### src/rtl/gpio_port_ovr_pkg.sv
// Shared definitions for the GPIO port with peripheral overrides.
// Assumes an 8-bit port and a 3-bit register address space.
package gpio_port_ovr_pkg;
    localparam int PORT_W = 8;
    localparam int ADDR_W = 3;

    typedef enum logic [ADDR_W-1:0] {
        SEL_DIR   = 3'd0,
        SEL_OUT   = 3'd1,
        SEL_PIN   = 3'd2,
        SEL_PCEN  = 3'd3,
        SEL_PCFLG = 3'd4
    } reg_sel_e;
endpackage

### src/rtl/gpio_ovr_sync.sv
// Multi-stage synchronizer for the raw pad inputs.
// Assumes pads are asynchronous to clk. STAGES >= 2. Resets to zero.
module gpio_ovr_sync #(
    parameter int W      = 8,
    parameter int STAGES = 2
) (
    input  logic         clk,
    input  logic         rst_n,
    input  logic [W-1:0] async_in,
    output logic [W-1:0] sync_out
);
    logic [W-1:0] stage_q [STAGES];

    // Shift the pad sample through the flop chain.
    always_ff @(posedge clk) begin
        if (!rst_n) begin
            for (int s = 0; s < STAGES; s++) stage_q[s] <= '0;
        end else begin
            stage_q[0] <= async_in;
            for (int s = 1; s < STAGES; s++) stage_q[s] <= stage_q[s-1];
        end
    end

    assign sync_out = stage_q[STAGES-1];
endmodule

### src/rtl/gpio_ovr_mux.sv
// Combinational alternate-function override for pin direction, value and pull-up.
// Assumes the bit positions of the SPI and clock pins are given as parameters.
// The clock-claim mask arrives already decoded.
module gpio_ovr_mux #(
    parameter int W        = 8,
    parameter int SS_BIT   = 2,
    parameter int MOSI_BIT = 3,
    parameter int MISO_BIT = 4,
    parameter int SCK_BIT  = 5
) (
    input  logic [W-1:0] dir_q,
    input  logic [W-1:0] out_q,
    input  logic [W-1:0] clk_take,
    input  logic         spi_en,
    input  logic         spi_master,
    input  logic         spi_sck_o,
    input  logic         spi_mosi_o,
    input  logic         spi_miso_o,
    input  logic         pud,
    output logic [W-1:0] oe,
    output logic [W-1:0] val,
    output logic [W-1:0] pu
);
    logic [W-1:0] force_in;
    logic [W-1:0] val_pre;
    logic         is_slave;
    logic         is_master;

    assign is_slave  = spi_en && !spi_master;
    assign is_master = spi_en && spi_master;

    // Work out which pins the SPI forces to input for its current role.
    always_comb begin
        force_in = '0;
        if (is_slave) begin
            force_in[SCK_BIT] = 1'b1;
            force_in[SS_BIT]  = 1'b1;
        end
        if (is_master) force_in[MISO_BIT] = 1'b1;
    end

    // Choose the value presented on each pin: register bit or SPI signal.
    always_comb begin
        val_pre = out_q;
        if (is_master) begin
            val_pre[SCK_BIT]  = spi_sck_o;
            val_pre[MOSI_BIT] = spi_mosi_o;
        end
        if (is_slave) val_pre[MISO_BIT] = spi_miso_o;
    end

    assign oe  = dir_q & ~force_in & ~clk_take;
    assign val = val_pre & ~clk_take;
    assign pu  = ~oe & out_q & ~clk_take & {W{~pud}};
endmodule

### src/rtl/gpio_ovr_pcd.sv
// Pin-change detector with sticky, write-one-to-clear flags.
// Assumes cur_pins is already synchronized.
// If a set and a clear hit the same bit in one cycle, the set wins.
module gpio_ovr_pcd #(
    parameter int W = 8
) (
    input  logic         clk,
    input  logic         rst_n,
    input  logic [W-1:0] cur_pins,
    input  logic [W-1:0] enable,
    input  logic [W-1:0] clr_mask,
    output logic [W-1:0] flags,
    output logic         irq
);
    logic [W-1:0] prev_q;
    logic [W-1:0] flag_q;
    logic [W-1:0] hit;

    assign hit = (cur_pins ^ prev_q) & enable;

    // Remember last cycle's pins and accumulate enabled changes.
    always_ff @(posedge clk) begin
        if (!rst_n) begin
            prev_q <= '0;
            flag_q <= '0;
        end else begin
            prev_q <= cur_pins;
            flag_q <= (flag_q & ~clr_mask) | hit;
        end
    end

    assign flags = flag_q;
    assign irq   = |flag_q;
endmodule

### src/rtl/gpio_port_ovr.sv
// GPIO port top: register bank, read mux, synchronizer, override and change detector.
// Assumes single-cycle write strobes and a registered read path.
// Claimed clock pins are masked on readback only; the stored bits are kept.
module gpio_port_ovr
    import gpio_port_ovr_pkg::*;
#(
    parameter int W          = PORT_W,
    parameter int AW         = ADDR_W,
    parameter int SYNC_DEPTH = 2,
    parameter int CLK_A_BIT  = 6,
    parameter int CLK_B_BIT  = 7
) (
    input  logic          clk,
    input  logic          rst_n,
    input  logic          wr_en,
    input  logic          rd_en,
    input  logic [AW-1:0] addr,
    input  logic [W-1:0]  wdata,
    output logic [W-1:0]  rdata,
    input  logic          spi_en,
    input  logic          spi_master,
    input  logic          spi_sck_o,
    input  logic          spi_mosi_o,
    input  logic          spi_miso_o,
    input  logic          clk_pin6,
    input  logic          clk_pin7,
    input  logic          pud,
    input  logic [W-1:0]  pad_in,
    output logic [W-1:0]  pad_oe,
    output logic [W-1:0]  pad_out,
    output logic [W-1:0]  pad_pu,
    output logic [W-1:0]  pin_sync,
    output logic          pc_irq
);
    logic [W-1:0] dir_q, out_q, pcen_q, rdata_q;
    logic [W-1:0] clk_take, sync_raw, flags, clr_mask, rd_mux;

    // Decode the clock claims into a pin mask.
    always_comb begin
        clk_take = '0;
        clk_take[CLK_A_BIT] = clk_pin6;
        clk_take[CLK_B_BIT] = clk_pin7;
    end

    // Software-owned direction, output and change-enable registers.
    always_ff @(posedge clk) begin
        if (!rst_n) begin
            dir_q  <= '0;
            out_q  <= '0;
            pcen_q <= '0;
        end else if (wr_en) begin
            if (addr == SEL_DIR)  dir_q  <= wdata;
            if (addr == SEL_OUT)  out_q  <= wdata;
            if (addr == SEL_PCEN) pcen_q <= wdata;
        end
    end

    assign clr_mask = (wr_en && addr == SEL_PCFLG) ? wdata : '0;

    gpio_ovr_sync #(.W(W), .STAGES(SYNC_DEPTH)) sync_i (
        .clk      (clk),
        .rst_n    (rst_n),
        .async_in (pad_in),
        .sync_out (sync_raw)
    );

    assign pin_sync = sync_raw & ~clk_take;

    gpio_ovr_mux #(.W(W)) mux_i (
        .dir_q      (dir_q),
        .out_q      (out_q),
        .clk_take   (clk_take),
        .spi_en     (spi_en),
        .spi_master (spi_master),
        .spi_sck_o  (spi_sck_o),
        .spi_mosi_o (spi_mosi_o),
        .spi_miso_o (spi_miso_o),
        .pud        (pud),
        .oe         (pad_oe),
        .val        (pad_out),
        .pu         (pad_pu)
    );

    gpio_ovr_pcd #(.W(W)) pcd_i (
        .clk      (clk),
        .rst_n    (rst_n),
        .cur_pins (pin_sync),
        .enable   (pcen_q),
        .clr_mask (clr_mask),
        .flags    (flags),
        .irq      (pc_irq)
    );

    // Select the register to return, hiding claimed clock pins.
    always_comb begin
        case (addr)
            SEL_DIR:   rd_mux = dir_q & ~clk_take;
            SEL_OUT:   rd_mux = out_q & ~clk_take;
            SEL_PIN:   rd_mux = pin_sync;
            SEL_PCEN:  rd_mux = pcen_q;
            SEL_PCFLG: rd_mux = flags;
            default:   rd_mux = '0;
        endcase
    end

    // Capture read data on a read strobe.
    always_ff @(posedge clk) begin
        if (!rst_n)     rdata_q <= '0;
        else if (rd_en) rdata_q <= rd_mux;
    end

    assign rdata = rdata_q;
endmodule

### config.mk
export PLATFORM = sky130hd
export DESIGN_NAME = gpio_port_ovr
export DESIGN_NICKNAME = d
export VERILOG_FILES = /design/src/rtl/gpio_port_ovr_pkg.sv /design/src/rtl/gpio_ovr_sync.sv /design/src/rtl/gpio_ovr_mux.sv /design/src/rtl/gpio_ovr_pcd.sv /design/src/rtl/gpio_port_ovr.sv
export SDC_FILE = /design/constraint.sdc
export NUM_CORES = 1
export LEC_CHECK = 0
export ABC_AREA = 1
export BUFFER_PORTS_ARGS = -buffer_cell sky130_fd_sc_hd__buf_2
export CAP_MARGIN = 20
export CELL_PAD_IN_SITES_DETAIL_PLACEMENT = 0
export CELL_PAD_IN_SITES_GLOBAL_PLACEMENT = 1
export CORE_MARGIN = 5
export CORE_UTILIZATION = 32
export DETAILED_ROUTE_END_ITERATION = 6
export PLACE_DENSITY_LB_ADDON = 0.1
export SYNTH_ARGS = -nofsm -noshare
export SYNTH_HDL_FRONTEND = slang
export SYNTH_HIERARCHICAL = 1
export SYNTH_SLANG_ARGS = --single-unit
### constraint.sdc
create_clock -name clk -period 1.75 [get_ports clk]
set_input_delay 0.175 -clock clk [delete_from_list [all_inputs] [get_ports clk]]
set_output_delay 0.175 -clock clk [all_outputs]
set_load 0.01 [all_outputs]
==> impl_metrics.sql, run 1 <==
INSERT INTO impl_metrics (metric_group, metric, value, unit) VALUES
('place', 'dpl_cell_area', '3590', 'µm²'),
('setup_path', 'cp_max_fo', '5', ''),
('timing', 'final.min_clock_period', '1360', 'ps'),
('detailed_routing', 'post_drt_wl_per_cell', '12.2', 'µm'),
('power', 'ir_drop', '0.447', 'mV'),
('finish', 'seq_area', '1280', 'µm²'),
('place', 'buffer_ports.inserted', '71', ''),
('timing', 'report.final.setup_viol', '0', ''),
('worst_hold_path', 'hold_end', 'sync_i/stage_q[0][7]', ''),
('global_routing', 'first_global_vias', '2591', ''),
('worst_hold_path', 'min-delay-path-class', 'in2reg', ''),
('floorplanning', 'die-width', '110', 'µm'),
('synth', 'yosys_warnings', '6', ''),
('timing', 'setup_total_negative_slack', '0', 'ps'),
('synth', 'postSynthAreaPerCell', '6.90', 'µm²'),
('synth', 'synth_area', '3180', 'µm²'),
('global_routing', 'antenna_found_initial', '0', ''),
('timing', 'skew', '7.36', 'ps'),
('flow_run', 'cap_viol_max_count', '0', ''),
('finish', 'antenna_fix_cells', '0', ''),
('detailed_routing', 'totalWireLength', '8300', 'µm'),
('setup_path', 'r2r_cells', '8', ''),
('setup_path', 'timing_worst_setup_path_type', 'reg2out', ''),
('setup_path', 'timing.critical_path.required', '1570', 'ps'),
('detailed_routing', 'route.detailed.drc', '0', ''),
('setup_path', 'r2r_setup_slk', '540', 'ps'),
('global_routing', 'grt_use_total', '0.147', ''),
('finish', 'synth_to_final_area_change', '20.5', '%'),
('synth', 'synth.yosys.seq_area_share', '0.403', ''),
('setup_path', 'cp_data_arrival_time', '1180', 'ps'),
('global_routing', 'grt_max_degree', '30', ''),
('cts', 'cts_setup_buffers', '0', ''),
('cts', 'cts_inserted_buffers', '9', ''),
('cts', 'clock_path_buffers', '2', ''),
('timing', 'final_hold_viol_count', '0', ''),
('floorplanning', 'coreArea', '9730', 'µm²'),
('cts', 'tritoncts', 'yes', ''),
('floorplanning', 'top_level_ports', '72', ''),
('cts', 'clkLatencyLatePin', '340', 'ps'),
('place', 'dp_hpwl', '6370', 'µm'),
('setup_path', 'crit_path_end_kind', 'output pin', ''),
('floorplanning', 'die-area', '12000', 'µm²'),
('setup_path', 'critPathLaunch', 'sync_i/stage_q[0][15]', ''),
('cts', 'cts_resized', '0', ''),
('setup_path', 'worst_flop_to_flop_path_endpoint', 'rdata[7]', ''),
('detailed_routing', 'detailroute.via_count', '2849', ''),
('finish', 'multi_input_gate_area', '1350', 'µm²'),
('detailed_routing', 'drt_iter0_markers', '203', ''),
('cts', 'clock_sinks', '64', ''),
('detailed_routing', 'route.antenna.remaining_nets', '0', ''),
('outcome', 'run_status', 'completed', ''),
('setup_path', 'r2r-start', 'sync_i/stage_q[0][15]', ''),
('finish', 'filler_cell_count', '1047', ''),
('cts', 'cts.reportedPaths.clkPinSlew', '60', 'ps'),
('detailed_routing', 'drt_pass1_iterations', '4', ''),
('worst_hold_path', 'min_from', 'pad_in[7]', ''),
('synth', 'postSynthCellCount', '460', ''),
('place', 'global_placement_routability_congestion', '0.808', ''),
('setup_path', 'critical_path.startpoint_type', 'flop', ''),
('finish', 'finalInstanceArea', '3830', 'µm²'),
('floorplanning', 'std_cell_rows', '36', ''),
('detailed_routing', 'vias_per_cell', '4.20', ''),
('worst_hold_path', 'timing.hold.worst_path_depth', '3', ''),
('timing', 'fmaxAchievable', '736', 'MHz'),
('cts', 'ctsHoldBuffers', '5', ''),
('cts', 'h_tree_levels', '3', ''),
('synth', 'ys_types', '26', ''),
('floorplanning', 'dieHeight', '110', 'µm'),
('finish', 'finish.net_count', '571', ''),
('floorplanning', 'initial_cell_density_of_the_core', '0.326', ''),
('synth', 'yosys_register_bits', '64', ''),
('power', 'power.leakage', '1.93', 'nW'),
('timing', 'rsz_0062_raised_after_global_routing', 'no', ''),
('cts', 'root_buffer_selected_by_cts', 'sky130_fd_sc_hd__clkbuf_8', ''),
('timing', 'slew_violations', '0', ''),
('finish', 'drive_gt1_frac', '0.224', ''),
('timing', 'period_share', '0.776', ''),
('global_routing', 'gr-total-overflow', '0', ''),
('global_routing', 'grt_pass1_wl', '13400', 'µm'),
('power', 'cellPowerDensity', '788', 'nW/µm²');
[power breakdown]
| group | leakage (nW) | internal (mW) | switching [mW] | total [mW] |
|---|---|---|---|---|
| Clock | 0.0992 | 0.624 | 0.554 | 1.18 |
| Sequential | 0.522 | 1.50 | 0.0372 | 1.54 |
| Combinational | 1.31 | 0.106 | 0.193 | 0.299 |
| Total | 1.93 | 2.23 | 0.784 | 3.02 |
[sequential cells by signal, indices dropped and copies added (netlist names)]
name / cells
sync_i/stage_q: 16
pcd_i/flags: 8
pcd_i/prev_q: 8
out_q: 8
dir_q: 8
rdata: 8
pcen_q: 8
[kinds of logic after synthesis]
group,count (synthesis),share of synthesized area
other,1,0.00118
buffers and inverters,130,0.186
and+or+nand+nor,190,0.281
DFF,64,0.403
AOI/OAI and AO/OA,75,0.129
[how the worst max path moves through the flow]
| stage | end | depth (start not counted) |
|---|---|---|
| floorplan | pcd_i/flags[0] | 9 |
| global placement | dir_q[7] | 5 |
| detailed placement | dir_q[1] | 5 |
| CTS | pin_sync[7] | 3 |
| global route | pin_sync[7] | 3 |
| finish | pin_sync[7] | 3 |
[layer usage]
metal,share of wire,up-vias,GRT usage
li1,-,1540,-
met4,0.016,0,0.0695
met3,0.067,9,0.0276
met1,0.50,1219,0.208
met5,0,-,0
met2,0.42,81,0.213
[layout by cell type, fill, tap and decap left out]
cell	synthesis	final
sky130_fd_sc_hd__a21oi_1	35	35
sky130_fd_sc_hd__a21oi_2	9	9
sky130_fd_sc_hd__buf_12	1	1
sky130_fd_sc_hd__buf_2	1	71
sky130_fd_sc_hd__buf_4	13	1
sky130_fd_sc_hd__clkbuf_1	2	1
sky130_fd_sc_hd__clkbuf_8	0	12
sky130_fd_sc_hd__clkinv_2	0	3
sky130_fd_sc_hd__conb_1	1	14
sky130_fd_sc_hd__dfxtp_1	64	64
sky130_fd_sc_hd__dlygate4sd3_1	0	5
sky130_fd_sc_hd__inv_1	104	104
sky130_fd_sc_hd__inv_2	2	2
sky130_fd_sc_hd__inv_4	2	2
sky130_fd_sc_hd__nand2_1	93	93
sky130_fd_sc_hd__nand2_2	5	5
sky130_fd_sc_hd__nand3_1	37	37
sky130_fd_sc_hd__nand3_2	11	11
sky130_fd_sc_hd__nand4_1	1	1
sky130_fd_sc_hd__nor2_1	32	32
sky130_fd_sc_hd__nor2_2	1	1
sky130_fd_sc_hd__nor2_4	2	2
sky130_fd_sc_hd__nor2_8	1	1
sky130_fd_sc_hd__nor3_1	6	6
sky130_fd_sc_hd__nor3_2	1	1
sky130_fd_sc_hd__o21ai_0	22	22
sky130_fd_sc_hd__o21ai_1	9	9
[synthesized netlist by cell type, drive strengths merged]
library cell | instances | share of area
conb | 1 | 0.0012
buf | 19 | 0.053
dfxtp | 64 | 0.40
nand2 | 98 | 0.12
nand3 | 48 | 0.093
clkbuf | 3 | 0.0039
a21oi | 44 | 0.080
o21ai | 31 | 0.049
nor2 | 36 | 0.053
inv | 108 | 0.13
nand4 | 1 | 0.0020
nor3 | 7 | 0.013
[through the flow]
| step | std cells | utilization | setup WS (ps) | total power, mW | hold slack (ps) |
|---|---|---|---|---|---|
| after floorplan | 473 | - | 607 | 1.76 | 267 |
| after global placement | 657 | 0.369 | 207 | 1.86 | 355 |
| after detailed placement | 657 | 0.369 | 175 | 1.87 | 362 |
| after CTS | 678 | 0.393 | 310 | 3.07 | 4.61 |
| after global routing | 678 | 0.393 | 265 | 3.19 | 16.9 |
| final | 678 | 0.393 | 391 | 3.02 | 20.8 |
[critical path: stages, from the launching register on]
cell and delay, ps:
sky130_fd_sc_hd__dfxtp_1 310, sky130_fd_sc_hd__inv_1 30, sky130_fd_sc_hd__nor2_1 300, sky130_fd_sc_hd__buf_2 210
[layout make-up]
cell class | instances | area share
Clock buffer | 13 | 0.0441
Clock inverter | 3 | 0.00392
Inverter | 108 | 0.107
Multi-Input combinational cell | 279 | 0.353
Sequential cell | 64 | 0.335
Tap cell | 133 | 0.0435
Timing Repair Buffer | 78 | 0.113
Note: power is estimated with default switching activity, not from simulation.
==> run 2, diff against run 1 <==
--- a/config.mk
+++ b/config.mk
@@ -5,7 +5,7 @@
 export SDC_FILE = /design/constraint.sdc
 export NUM_CORES = 1
 export LEC_CHECK = 0
-export ABC_AREA = 1
+export ABC_AREA = 0
 export BUFFER_PORTS_ARGS = -buffer_cell sky130_fd_sc_hd__buf_2
 export CAP_MARGIN = 20
 export CELL_PAD_IN_SITES_DETAIL_PLACEMENT = 0
==> constraint.sdc (replaced) <==
create_clock -name clk -period 1.17 [get_ports clk]
set_input_delay 0.117 -clock clk [delete_from_list [all_inputs] [get_ports clk]]
set_output_delay 0.117 -clock clk [all_outputs]
set_load 0.01 [all_outputs]
==> impl_metrics.sql, run 2 <==
INSERT INTO impl_metrics (metric_group, metric, value, unit) VALUES
('outcome', 'run_status', 'complete, but fails checks', ''),
('outcome', 'violations', 'negative setup slack', ''),
('cts', 'tritoncts', 'yes', ''),
('timing', 'fmaxAchievable', '771', 'MHz'),
('finish', 'max_reg_flops', '16', ''),
('floorplanning', 'initial_cell_density_of_the_core', '0.323', ''),
('floorplanning', 'std_cell_rows', '36', ''),
('cts', 'cts.reportedPaths.clkPinSlew', '80', 'ps'),
('setup_path', 'worst_path_largest_cell_delay', '330', 'ps'),
('global_routing', 'first_global_vias', '2506', ''),
('timing', 'final.min_clock_period', '1300', 'ps'),
('synth', 'synth_edf_count', '0', ''),
('timing', 'slew_violations', '0', ''),
('timing', 'rsz_0062_raised_after_global_routing', 'yes', ''),
('setup_path', 'crit_path_end_kind', 'output pin', ''),
('timing', 'period_share', '1.11', ''),
('detailed_routing', 'post_drt_wl_per_cell', '14.0', 'µm'),
('detailed_routing', 'totalWireLength', '8260', 'µm'),
('synth', 'postSynthAreaPerCell', '9.29', 'µm²'),
('synth', 'synth_area', '3100', 'µm²'),
('setup_path', 'cp_max_fo', '2', ''),
('timing', 'final_hold_viol_count', '0', ''),
('timing', 'setup_total_negative_slack', '-465', 'ps'),
('setup_path', 'critical_path.startpoint_type', 'flop', ''),
('timing', 'report.final.setup_viol', '7', ''),
('setup_path', 'cell_with_the_largest_stage_delay_on_the_worst_path', 'sky130_fd_sc_hd__dfxtp_2', ''),
('synth', 'postSynthCellCount', '334', ''),
('detailed_routing', 'route.antenna.remaining_nets', '0', ''),
('setup_path', 'critical_path.top_delay_family', 'simple AND/OR/NAND/NOR gates', ''),
('timing', 'hold_slack', '67.5', 'ps'),
('finish', 'seq_area', '1320', 'µm²'),
('setup_path', 'timing_worst_setup_path_type', 'reg2out', ''),
('worst_hold_path', 'min-delay-path-class', 'in2reg', ''),
('place', 'buffer_ports.inserted', '71', ''),
('finish', 'filler_cell_count', '964', ''),
('power', 'cellPowerDensity', '1140', 'nW/µm²'),
('finish', 'layout.cells.most_common_list', '70 x sky130_fd_sc_hd__buf_2, 44 x sky130_fd_sc_hd__nand2_1, 42 x sky130_fd_sc_hd__dfxtp_1', ''),
('global_routing', 'grt_max_degree', '26', ''),
('setup_path', 'r2r_setup_slk', '50', 'ps'),
('finish', 'finish.net_count', '484', ''),
('floorplanning', 'top_level_ports', '72', ''),
('detailed_routing', 'drt_pass1_iterations', '4', ''),
('place', 'global_placement_routability_congestion', '0.778', ''),
('power', 'ir_drop', '0.498', 'mV'),
('synth', 'synthTopCellsByCount', '64 x sky130_fd_sc_hd__dfxtp_1, 44 x sky130_fd_sc_hd__nand2_1, 25 x sky130_fd_sc_hd__nor2b_1, 19 x sky130_fd_sc_hd__and2_2, 16 x sky130_fd_sc_hd__o21ai_0', ''),
('global_routing', 'grt_pass1_wl', '13200', 'µm'),
('cts', 'clock_path_buffers', '2', ''),
('cts', 'cts_inserted_buffers', '9', ''),
('detailed_routing', 'detailroute.via_count', '2587', ''),
('cts', 'h_tree_levels', '3', ''),
('finish', 'drive_gt1_frac', '0.463', ''),
('global_routing', 'gr-total-overflow', '0', ''),
('synth', 'synth_largest_type_area_fraction', '0.413', ''),
('floorplanning', 'dieHeight', '108', 'µm'),
('timing', 'postLayoutSetupSlackWorst', '-127', 'ps'),
('finish', 'mostFrequentLayoutCell', 'sky130_fd_sc_hd__buf_2', ''),
('synth', 'synth_top_cells_by_area', 'sky130_fd_sc_hd__dfxtp_1 41%, sky130_fd_sc_hd__nand2_1 5.3%, sky130_fd_sc_hd__nor2b_1 5.0%, sky130_fd_sc_hd__and2_2 4.6%, sky130_fd_sc_hd__a21boi_0 3.6%', ''),
('detailed_routing', 'vias_per_cell', '4.38', ''),
('synth', 'synth.largest_area_cell', 'sky130_fd_sc_hd__dfxtp_1', ''),
('synth', 'synth_most_common_cell', 'sky130_fd_sc_hd__dfxtp_1', ''),
('flow_run', 'cap_viol_max_count', '0', ''),
('global_routing', 'antenna_found_initial', '0', ''),
('detailed_routing', 'route.detailed.drc', '0', ''),
('cts', 'clock_sinks', '64', ''),
('place', 'dp_hpwl', '6300', 'µm'),
('floorplanning', 'coreArea', '9590', 'µm²'),
('place', 'dpl_cell_area', '3750', 'µm²'),
('floorplanning', 'die-width', '108', 'µm'),
('setup_path', 'crit_path_buffers_inverters', '1', ''),
('finish', 'synth_to_final_area_change', '40.8', '%'),
('setup_path', 'cp_data_arrival_time', '1180', 'ps'),
('finish', 'finalInstanceArea', '4370', 'µm²'),
('power', 'power.leakage', '1.80', 'nW'),
('synth', 'yosys_warnings', '6', ''),
('global_routing', 'grt_use_total', '0.147', ''),
('synth', 'synthFlopType', 'sky130_fd_sc_hd__dfxtp_1', ''),
('setup_path', 'worstPathCellList', 'nor4_4 > nand2_1 > buf_2', ''),
('finish', 'antenna_fix_cells', '0', ''),
('finish', 'largest_register', 'sync_i/stage_q', ''),
('timing', 'skew', '11.9', 'ps'),
('synth', 'synth-async-reset-ratio', '0', ''),
('detailed_routing', 'drt_iter0_markers', '78', ''),
('synth', 'ys_types', '42', ''),
('setup_path', 'timing.critical_path.required', '1050', 'ps'),
('cts', 'root_buffer_selected_by_cts', 'sky130_fd_sc_hd__clkbuf_8', ''),
('synth', 'synth.yosys.seq_area_share', '0.413', ''),
('floorplanning', 'die-area', '11800', 'µm²'),
('cts', 'clkLatencyLatePin', '340', 'ps'),
('synth', 'yosys_register_bits', '64', ''),
('finish', 'multi_input_gate_area', '1860', 'µm²');
-- run 2: metrics by stage --
stage / total power, mW / utilization / setup WS, ps / cells
after detailed placement: 2.82 / 0.391 / -51.0 / 555
after global placement: 2.81 / 0.391 / -17.2 / 555
after global routing: 5.23 / 0.456 / -216 / 591
after CTS: 5.05 / 0.446 / -194 / 589
after floorplan: 2.60 / - / -53.7 / 349
final: 5.00 / 0.456 / -127 / 591
-- run 2: area by class of cell --
type / instances / area share
Clock buffer: 10 / 0.0315
Clock inverter: 6 / 0.0209
Inverter: 2 / 0.00172
Multi-Input combinational cell: 258 / 0.426
Sequential cell: 64 / 0.301
Tap cell: 133 / 0.0381
Timing Repair Buffer: 118 / 0.180
-- run 2: logic make-up after synthesis --
group,Yosys count,synth area share
flops,64,0.413
buf+inv,27,0.0617
mux,17,0.0585
simple gates,149,0.289
xor+xnor,8,0.0226
other cells,1,0.00121
compound gates,68,0.154
-- run 2: tightest hold or removal path, delay by kind of cell --
kind	cells	cell delay, ps
and+or+nand+nor	1	60
buffers and inverters	1	140
AOI/OAI and AO/OA	1	50
-- run 2: final timing paths --
kind              depth (start not counted)                    end            startpoint
setup / recovery                          3                 pc_irq        pcd_i/flags[5]
hold / removal                            3              pcen_q[0]              wdata[0]
setup reg to reg                          5               rdata[7]              out_q[7]
hold reg to reg                           1  sync_i/stage_q[0][11]  sync_i/stage_q[0][3]
-- run 2: report_power, final --
group | total (mW) | switching [mW] | internal (mW)
clock network | 2.18 | 0.906 | 1.27
registers | 2.28 | 0.0414 | 2.23
logic | 0.546 | 0.275 | 0.272
total | 5.00 | 1.22 | 3.77
-- run 2: layer usage --
metal	global-route usage	routed length (µm)	vias up
met3	0.0346	408	6
met1	0.192	4060	1169
li1	-	-	1359
met2	0.237	3710	53
met5	0	0	-
met4	0.0514	87	0
-- run 2: what timing repair did --
item | in CTS | in global routing
endpoints found under the setup margin | 20 | 23
resized for setup | 37 | 23
endpoints found under the hold margin | 8 | 0
hold buffers | 8 | 0
setup buffers | 11 | 2
pin swaps | 7 | 9
cloned | 0 | 0
